<file path="src/rtl/irq_seq_pkg.sv">
package irq_seq_pkg;

    typedef enum logic [2:0] {
        ST_IDLE,
        ST_SAVE,
        ST_CLR_FLAG,
        ST_CLR_EN,
        ST_SET_MASK,
        ST_VEC,
        ST_LOAD
    } seq_state_e;

endpackage

</file>
<file path="src/rtl/irq_prio_pick.sv">
module irq_prio_pick #(
    parameter int N_LINES = 16
) (
    input  logic [N_LINES-1:0]         pending,
    output logic                       any,
    output logic [$clog2(N_LINES)-1:0] idx
);
    localparam int IDX_W = $clog2(N_LINES);

    logic [N_LINES-1:0] grant;

    // Lowest index wins: scan upward and stop at the first set bit.
    always_comb begin
        any   = 1'b0;
        idx   = '0;
        grant = '0;
        for (int i = 0; i < N_LINES; i++) begin
            if (pending[i] && !any) begin
                any      = 1'b1;
                idx      = IDX_W'(i);
                grant[i] = 1'b1;
            end
        end
    end

    // a single grant, only on a pending line, and no pending line below it
    always_comb begin
        a_r1_grant_onehot: assert ($onehot0(grant));
        a_r1_grant_pending: assert ((grant & ~pending) == '0);
        a_r1_no_higher_pending: assert (((grant - 1'b1) & pending & {N_LINES{any}}) == '0);
    end

endmodule

</file>
<file path="src/rtl/irq_ctx_stack.sv">
module irq_ctx_stack #(
    parameter int W     = 18,
    parameter int DEPTH = 4
) (
    input  logic                       clk,
    input  logic                       rst_n,
    input  logic                       push,
    input  logic                       pop,
    input  logic [W-1:0]               push_data,
    output logic [W-1:0]               top_data,
    output logic [$clog2(DEPTH+1)-1:0] count,
    output logic                       full
);
    localparam int CNT_W = $clog2(DEPTH + 1);
    localparam int PTR_W = (DEPTH > 1) ? $clog2(DEPTH) : 1;

    typedef struct packed {
        logic [DEPTH-1:0][W-1:0] mem;
        logic [CNT_W-1:0]        cnt;
    } stk_t;

    stk_t stk_d, stk_q;

    assign full  = (stk_q.cnt == CNT_W'(DEPTH));
    assign count = stk_q.cnt;

    always_comb begin
        top_data = '0;
        if (stk_q.cnt != '0) begin
            top_data = stk_q.mem[PTR_W'(stk_q.cnt - 1'b1)];
        end
    end

    always_comb begin
        stk_d = stk_q;
        if (push && !full) begin
            stk_d.mem[PTR_W'(stk_q.cnt)] = push_data;
            stk_d.cnt = stk_q.cnt + 1'b1;
        end else if (pop && stk_q.cnt != '0) begin
            stk_d.cnt = stk_q.cnt - 1'b1;
        end
    end

    always_ff @(posedge clk) begin
        if (!rst_n) begin
            stk_q <= '0;
        end else begin
            stk_q <= stk_d;
        end
    end

    // a push with room grows the stack by one
    a_r7_push_grows: assert property (@(posedge clk) disable iff (!rst_n)
        (push && !full) |=> (count == $past(count) + 1'b1));
    // a pop from a non-empty stack shrinks it by one
    a_r6_pop_shrinks: assert property (@(posedge clk) disable iff (!rst_n)
        (pop && !push && count != '0) |=> (count == $past(count) - 1'b1));
    // a push into a full stack leaves it full
    a_r8_full_holds: assert property (@(posedge clk) disable iff (!rst_n)
        (push && full) |=> full);

endmodule

</file>
<file path="src/rtl/irq_accept_seq.sv">
module irq_accept_seq
    import irq_seq_pkg::*;
#(
    parameter int N_LINES     = 16,
    parameter int STACK_DEPTH = 4,
    parameter int PC_W        = 32
) (
    input  logic                           clk,
    input  logic                           rst_n,
    input  logic [N_LINES-1:0]             irq_req,
    input  logic                           ier_wr,
    input  logic [N_LINES-1:0]             ier_wdata,
    input  logic                           int_en,
    input  logic                           int_dis,
    input  logic                           dbg_unmask,
    input  logic                           iret,
    output logic                           ctx_save_req,
    input  logic                           ctx_save_ack,
    output logic                           vec_req,
    output logic [$clog2(N_LINES)-1:0]     vec_line,
    input  logic                           vec_ack,
    input  logic [PC_W-1:0]                vec_addr,
    output logic                           pc_load,
    output logic [PC_W-1:0]                pc_value,
    output logic [N_LINES-1:0]             ifr,
    output logic [N_LINES-1:0]             ier,
    output logic                           gmask,
    output logic                           dbgmask,
    output logic                           busy,
    output logic [$clog2(STACK_DEPTH+1)-1:0] depth,
    output logic                           stack_err
);
    localparam int IDX_W = $clog2(N_LINES);
    localparam int CTX_W = N_LINES + 2;
    localparam int CNT_W = $clog2(STACK_DEPTH + 1);

    typedef struct packed {
        seq_state_e         st;
        logic [IDX_W-1:0]   sel;
        logic [N_LINES-1:0] ifr;
        logic [N_LINES-1:0] ier;
        logic               gm;
        logic               dm;
        logic               err;
        logic [PC_W-1:0]    pc;
    } seq_regs_t;

    seq_regs_t r_d, r_q;

    logic               pick_any;
    logic [IDX_W-1:0]   pick_idx;
    logic               stk_push, stk_pop, stk_full;
    logic [CTX_W-1:0]   stk_top;
    logic [CNT_W-1:0]   stk_cnt;
    logic [N_LINES-1:0] flag_clr;

    irq_prio_pick #(.N_LINES(N_LINES)) u_pick (
        .pending (r_q.ifr & r_q.ier),
        .any     (pick_any),
        .idx     (pick_idx)
    );

    irq_ctx_stack #(.W(CTX_W), .DEPTH(STACK_DEPTH)) u_stack (
        .clk       (clk),
        .rst_n     (rst_n),
        .push      (stk_push),
        .pop       (stk_pop),
        .push_data ({r_q.gm, r_q.dm, r_q.ier}),
        .top_data  (stk_top),
        .count     (stk_cnt),
        .full      (stk_full)
    );

    always_comb begin
        r_d      = r_q;
        stk_push = 1'b0;
        stk_pop  = iret && (r_q.st == ST_IDLE) && (stk_cnt != '0);

        flag_clr = '0;
        if (r_q.st == ST_CLR_FLAG) begin
            flag_clr[r_q.sel] = 1'b1;
        end
        r_d.ifr = (r_q.ifr & ~flag_clr) | irq_req;

        if (stk_pop) begin
            r_d.gm  = stk_top[CTX_W-1];
            r_d.dm  = stk_top[CTX_W-2];
            r_d.ier = stk_top[N_LINES-1:0];
        end else begin
            if (ier_wr)     r_d.ier = ier_wdata;
            if (int_en)     r_d.gm  = 1'b0;
            if (int_dis)    r_d.gm  = 1'b1;
            if (dbg_unmask) r_d.dm  = 1'b0;
        end

        unique case (r_q.st)
            ST_IDLE: begin
                if (!iret && !r_q.gm && pick_any) begin
                    r_d.st  = ST_SAVE;
                    r_d.sel = pick_idx;
                end
            end
            ST_SAVE: begin
                if (ctx_save_ack) begin
                    stk_push = 1'b1;
                    if (stk_full) r_d.err = 1'b1;
                    r_d.st = ST_CLR_FLAG;
                end
            end
            ST_CLR_FLAG: r_d.st = ST_CLR_EN;
            ST_CLR_EN: begin
                r_d.ier[r_q.sel] = 1'b0;
                r_d.st = ST_SET_MASK;
            end
            ST_SET_MASK: begin
                r_d.gm = 1'b1;
                r_d.dm = 1'b1;
                r_d.st = ST_VEC;
            end
            ST_VEC: begin
                if (vec_ack) begin
                    r_d.pc = vec_addr;
                    r_d.st = ST_LOAD;
                end
            end
            ST_LOAD: r_d.st = ST_IDLE;
            default: r_d.st = ST_IDLE;
        endcase
    end

    always_ff @(posedge clk) begin
        if (!rst_n) begin
            r_q.st  <= ST_IDLE;
            r_q.sel <= '0;
            r_q.ifr <= '0;
            r_q.ier <= '0;
            r_q.gm  <= 1'b1;
            r_q.dm  <= 1'b1;
            r_q.err <= 1'b0;
            r_q.pc  <= '0;
        end else begin
            r_q <= r_d;
        end
    end

    assign ctx_save_req = (r_q.st == ST_SAVE);
    assign vec_req      = (r_q.st == ST_VEC);
    assign vec_line     = r_q.sel;
    assign pc_load      = (r_q.st == ST_LOAD);
    assign pc_value     = r_q.pc;
    assign ifr          = r_q.ifr;
    assign ier          = r_q.ier;
    assign gmask        = r_q.gm;
    assign dbgmask      = r_q.dm;
    assign busy         = (r_q.st != ST_IDLE);
    assign depth        = stk_cnt;
    assign stack_err    = r_q.err;

    // flag bit of the taken line is gone after its clear step
    a_r4_flag_cleared: assert property (@(posedge clk) disable iff (!rst_n)
        (r_q.st == ST_CLR_FLAG && !irq_req[r_q.sel]) |=> !ifr[vec_line]);
    // enable bit of the taken line is gone after its clear step
    a_r4_enable_cleared: assert property (@(posedge clk) disable iff (!rst_n)
        (r_q.st == ST_CLR_EN) |=> !ier[vec_line]);
    // both masks are up when the vector is requested
    a_r4_masks_before_vector: assert property (@(posedge clk) disable iff (!rst_n)
        vec_req |-> (gmask && dbgmask));
    // a set global mask blocks acceptance
    a_r5_masked_no_accept: assert property (@(posedge clk) disable iff (!rst_n)
        (!busy && gmask) |=> !ctx_save_req);
    // nothing eligible means nothing starts
    a_r3_no_eligible_no_accept: assert property (@(posedge clk) disable iff (!rst_n)
        (!busy && ((ifr & ier) == '0)) |=> !ctx_save_req);
    // the overflow flag is sticky
    a_r8_err_sticky: assert property (@(posedge clk) disable iff (!rst_n)
        stack_err |=> stack_err);
    // load strobe lasts one cycle and follows an acknowledged vector
    a_r9_load_single: assert property (@(posedge clk) disable iff (!rst_n)
        pc_load |=> !pc_load);
    a_r9_load_after_ack: assert property (@(posedge clk) disable iff (!rst_n)
        (vec_req && vec_ack) |=> (pc_load && pc_value == $past(vec_addr)));

endmodule

</file>
<file path="config.mk">
export PLATFORM = sky130hd
export DESIGN_NAME = irq_accept_seq
export DESIGN_NICKNAME = d
export VERILOG_FILES = /design/src/rtl/irq_seq_pkg.sv /design/src/rtl/irq_prio_pick.sv /design/src/rtl/irq_ctx_stack.sv /design/src/rtl/irq_accept_seq.sv
export SDC_FILE = /design/constraint.sdc
export NUM_CORES = 1
export LEC_CHECK = 0
export BUFFER_PORTS_ARGS = -buffer_cell sky130_fd_sc_hd__buf_2
export CAP_MARGIN = 20
export CORE_ASPECT_RATIO = 0.7
export CORE_MARGIN = 4
export CORE_UTILIZATION = 50
export CTS_CLUSTER_DIAMETER = 100
export DETAILED_ROUTE_END_ITERATION = 12
export GPL_ROUTABILITY_DRIVEN = 0
export GPL_TIMING_DRIVEN = 0
export PLACE_DENSITY = 0.77
export SLEW_MARGIN = 20
export SYNTH_ARGS = -nofsm -noshare
export SYNTH_HDL_FRONTEND = slang
export SYNTH_SLANG_ARGS = --single-unit
</file>
<file path="constraint.sdc">
create_clock -name clk -period 2.8 [get_ports clk]
set_clock_uncertainty 0.1 [all_clocks]
set_input_delay 0.28 -clock clk [delete_from_list [all_inputs] [get_ports clk]]
set_output_delay 0.28 -clock clk [all_outputs]
set_load 0.02 [all_outputs]
</file>
==> run_results.csv <==
group,metric,value,unit
timing,period_needed,2.67,ns
grt,grt_max_degree,17,
timing,slew_viol_final,0,
synthesis,ys_types,45,
critical_path,cp.required,3.06,ns
critical_path,path_class,"register to register",
detailed_routing,wl_per_cell,17.1,µm
grt,antenna_found_initial,0,
floorplanning,core,14100,µm²
synthesis,async_flop_share,0,
synthesis,synth_area_leader_cell,"dfxtp_1",
critical_path,end_kind,"register",
timing,rsz0062_at_grt,"no",
detailed_routing,drtIter0Drc,565,
synthesis,synth.area.top_cells,"dfxtp_1, a21boi_0, nand2_1",
synthesis,syn_area_per_cell,8.76,µm²
critical_path,cpPeakStageDelay,0.42,ns
pwr,p_comb_frac,0.286,
synthesis,yosysSeqAreaShare,0.411,
layout,area_delta_synth_final,23.7,%
synthesis,syn_inst,828,
synthesis,netlist_area,7250,µm²
cts,cts_setup_buffers,0,
cts,cts.clk_slew.worst_paths,0.06,ns
floorplanning,die_h,109,µm
synthesis,synth_commonest_cells,"nand2_1, dfxtp_1, a21boi_0, nand3_1, buf_4",
timing,finalCritPeriodShare,0.954,
timing,finalSetupTns,0,ns
flow_run,maxCapViolations,0,
cts,clk_path_buf_depth,2,
synthesis,synth_ff_type,"dfxtp_1",
pwr,ir_worst_vdd,0.473,mV
pwr,internal-power,4.31,mW
detailed_routing,wl_met2,9320,µm
synthesis,syn-num-nets,907,
pwr,switching_share,0.352,
cts,clk_latency,0.42,ns
pwr,power.switching,2.34,mW
cts,htree_levels,4,
floorplanning,die_area,16500,µm²
pwr,p_seq_frac,0.392,
detailed_routing,vias_per_cell,5.47,
synthesis,ys_seq_elements,149,
layout,design_area,8970,µm²
detailed_routing,m1WireLength,9230,µm
synthesis,synth.most_common_cell,"nand2_1",
grt,grt_pass1_vias,6471,
grt,grt_pass1_wl,33600,µm
cts,numCtsBuffers,17,
timing,whs,0.00638,ns
placed_design,hpwl,15200,µm
critical_path,worstPathMaxFanout,10,
pwr,power_density,741,nW/µm²
placed_design,portBuffers,148,
synthesis,synth-edff-count,0,
timing,maxSlewHeadroom,0.487,
timing,fmax,0.374,GHz
cts,cts_sinks,149,
cts,clockRootBuffer,"clkbuf_16",
floorplanning,start_util,0.516,
detailed_routing,drc,0,
detailed_routing,top_layer,"met4",
timing,worst_pin_slew,0.769,ns
timing,hold_viol_final,0,
critical_path,cp.arrival,2.93,ns
worst_hold_path,hold_class,"input port to register",
detailed_routing,vias,6634,
pwr,leakage,3.64,nW
synthesis,yosysTopAreaCellShare,0.411,
critical_path,crit_path_start_kind,"register",
grt,overflow,0,
floorplanning,fp-row-count,36,
detailed_routing,ant_nets,0,
floorplanning,fp.dieW,152,µm
critical_path,crit_top_cell,"buf_6",
layout,fin_nets,1088,
detailed_routing,wirelength,20800,µm
synthesis,yosys_warnings,0,
detailed_routing,wl_met3,1980,µm
detailed_routing,dr.pass1.iters,5,
cts,cts_tree,"done",
layout,num_antenna_cells,0,
critical_path,critPathSlowestCell,"dfxtp_2",
placed_design,numPlacedInstances,1166,
grt,grt_use_total,0.251,
critical_path,worstPathCellList,"buf_6 > buf_6 > inv_1 > ha_1 > ha_1 > or3b_1 > buf_2 > buf_6 > a21oi_1 > o311a_1",
floorplanning,pin_count,151,
layout,stdcell_count,1212,
pwr,p_clk_frac,0.322,
layout,fillers,1191,
status,status,"complete, no violations",
layout,drive_above_1_share,0.291,
placed_design,postPlaceCellArea,8230,µm²
timing,setup_viol,0,
layout,utilization,0.639,
[final timing paths]
kind,startpoint,endpoint,slack (ns),cells past startpoint
hold reg to reg,pc_value[11],pc_value[11],0.36,2
setup reg to reg,u_stack.count[0],ier[2],0.13,10
hold / removal,irq_req[13],ifr[13],0.006,3
setup / recovery,u_stack.count[0],ier[2],0.13,10
[layout by cell type, fill, tap and decap left out, types with 2 or more instances in the layout]
cell type | synthesis | final
clkbuf_2 | 0 | 2
o211a_1 | 2 | 2
buf_2 | 14 | 156
clkbuf_1 | 43 | 39
a22oi_1 | 3 | 3
o311a_1 | 4 | 4
o221a_2 | 2 | 2
or3_1 | 3 | 3
clkinvlp_4 | 0 | 5
nor2b_1 | 12 | 12
ha_1 | 6 | 6
clkinv_2 | 0 | 5
buf_6 | 1 | 3
nand3b_1 | 3 | 3
buf_1 | 4 | 3
nand3_1 | 76 | 76
a32oi_1 | 3 | 3
nor2_1 | 25 | 25
o21ai_0 | 17 | 17
o31a_1 | 3 | 3
nand2_2 | 0 | 3
clkinv_4 | 0 | 2
clkbuf_16 | 0 | 17
nand2b_1 | 7 | 7
mux2i_1 | 18 | 18
and3_1 | 3 | 3
nand2_1 | 164 | 161
a21oi_1 | 12 | 12
o21a_1 | 23 | 23
inv_1 | 3 | 3
nor3b_1 | 3 | 3
and2_1 | 2 | 2
buf_4 | 71 | 76
dlygate4sd3_1 | 0 | 14
a21boi_0 | 105 | 105
a211oi_1 | 15 | 15
clkbuf_4 | 0 | 3
dfxtp_1 | 149 | 148
mux4_2 | 18 | 18
[registers in the layout (all words and copies together), names as in the netlist]
register,cells
u_stack.stk_q,72
pc_value,32
ier,16
ifr,16
vec_line,4
r_q,3
u_stack.count,3
dbgmask,1
gmask,1
stack_err,1
[cells by family (layout without fill, tap and decap cells)]
family	after synthesis	count (layout)	share of synthesized area
fa+ha+maj	6	6	0.0103
mux	36	36	0.0807
compound gates	196	196	0.198
flops	149	149	0.411
buf+inv	136	330	0.111
simple gates	305	305	0.189
[power by group through the flow]
stage	Clock, mW	Sequential (mW)	Combinational (mW)
4_1_cts	2.15	2.58	1.87
6_report	2.14	2.61	1.90
2_1_floorplan	0	2.49	1.33
3_5_place_dp	0	2.63	1.82
3_3_place_gp	0	2.63	1.80
5_1_grt	2.24	2.62	2.05
[cell type report]
cell class              instances  area (µm²)  area share
plain buffers                 133         831      0.0926
clock buffers                  19         443      0.0494
multi-input cells             543        3480       0.387
well taps                     190         238      0.0265
repair buffers                162         881      0.0981
flip-flops and latches        149        2980       0.332
inverters                       3        11.3     0.00125
clock inverters                13         110      0.0123
[critical path, delay by kind of cell, from the launching register on]
family	cells	cell delay, ns
flip-flops	1	0.42
AO/OA/AOI/OAI	2	0.41
AND/OR/NAND/NOR	1	0.40
adder cells (fa/ha/maj)	2	0.49
buffers and inverters	5	0.80
[layer usage]
layer  up-vias  GRT usage
met2       304      0.402
met3        25     0.0599
met4         0     0.0654
li1       3172          -
met5         -          0
met1      3133      0.343
[per-stage QoR]
stage	total power, mW	setup slack [ns]
2_1_floorplan	3.81	0.0617
3_3_place_gp	4.42	-0.550
3_5_place_dp	4.44	-0.558
4_1_cts	6.60	0.00741
5_1_grt	6.91	0.00589
6_report	6.65	0.129
[timing repair]
action / in CTS / in global routing
endpoints found under the hold margin: 14 / 0
hold buffers: 14 / 0
gates cloned: 0 / 0
endpoints found under the setup margin: 93 / 88
gates resized for setup: 12 / 15
Note: power is estimated with default switching activity, not from simulation.
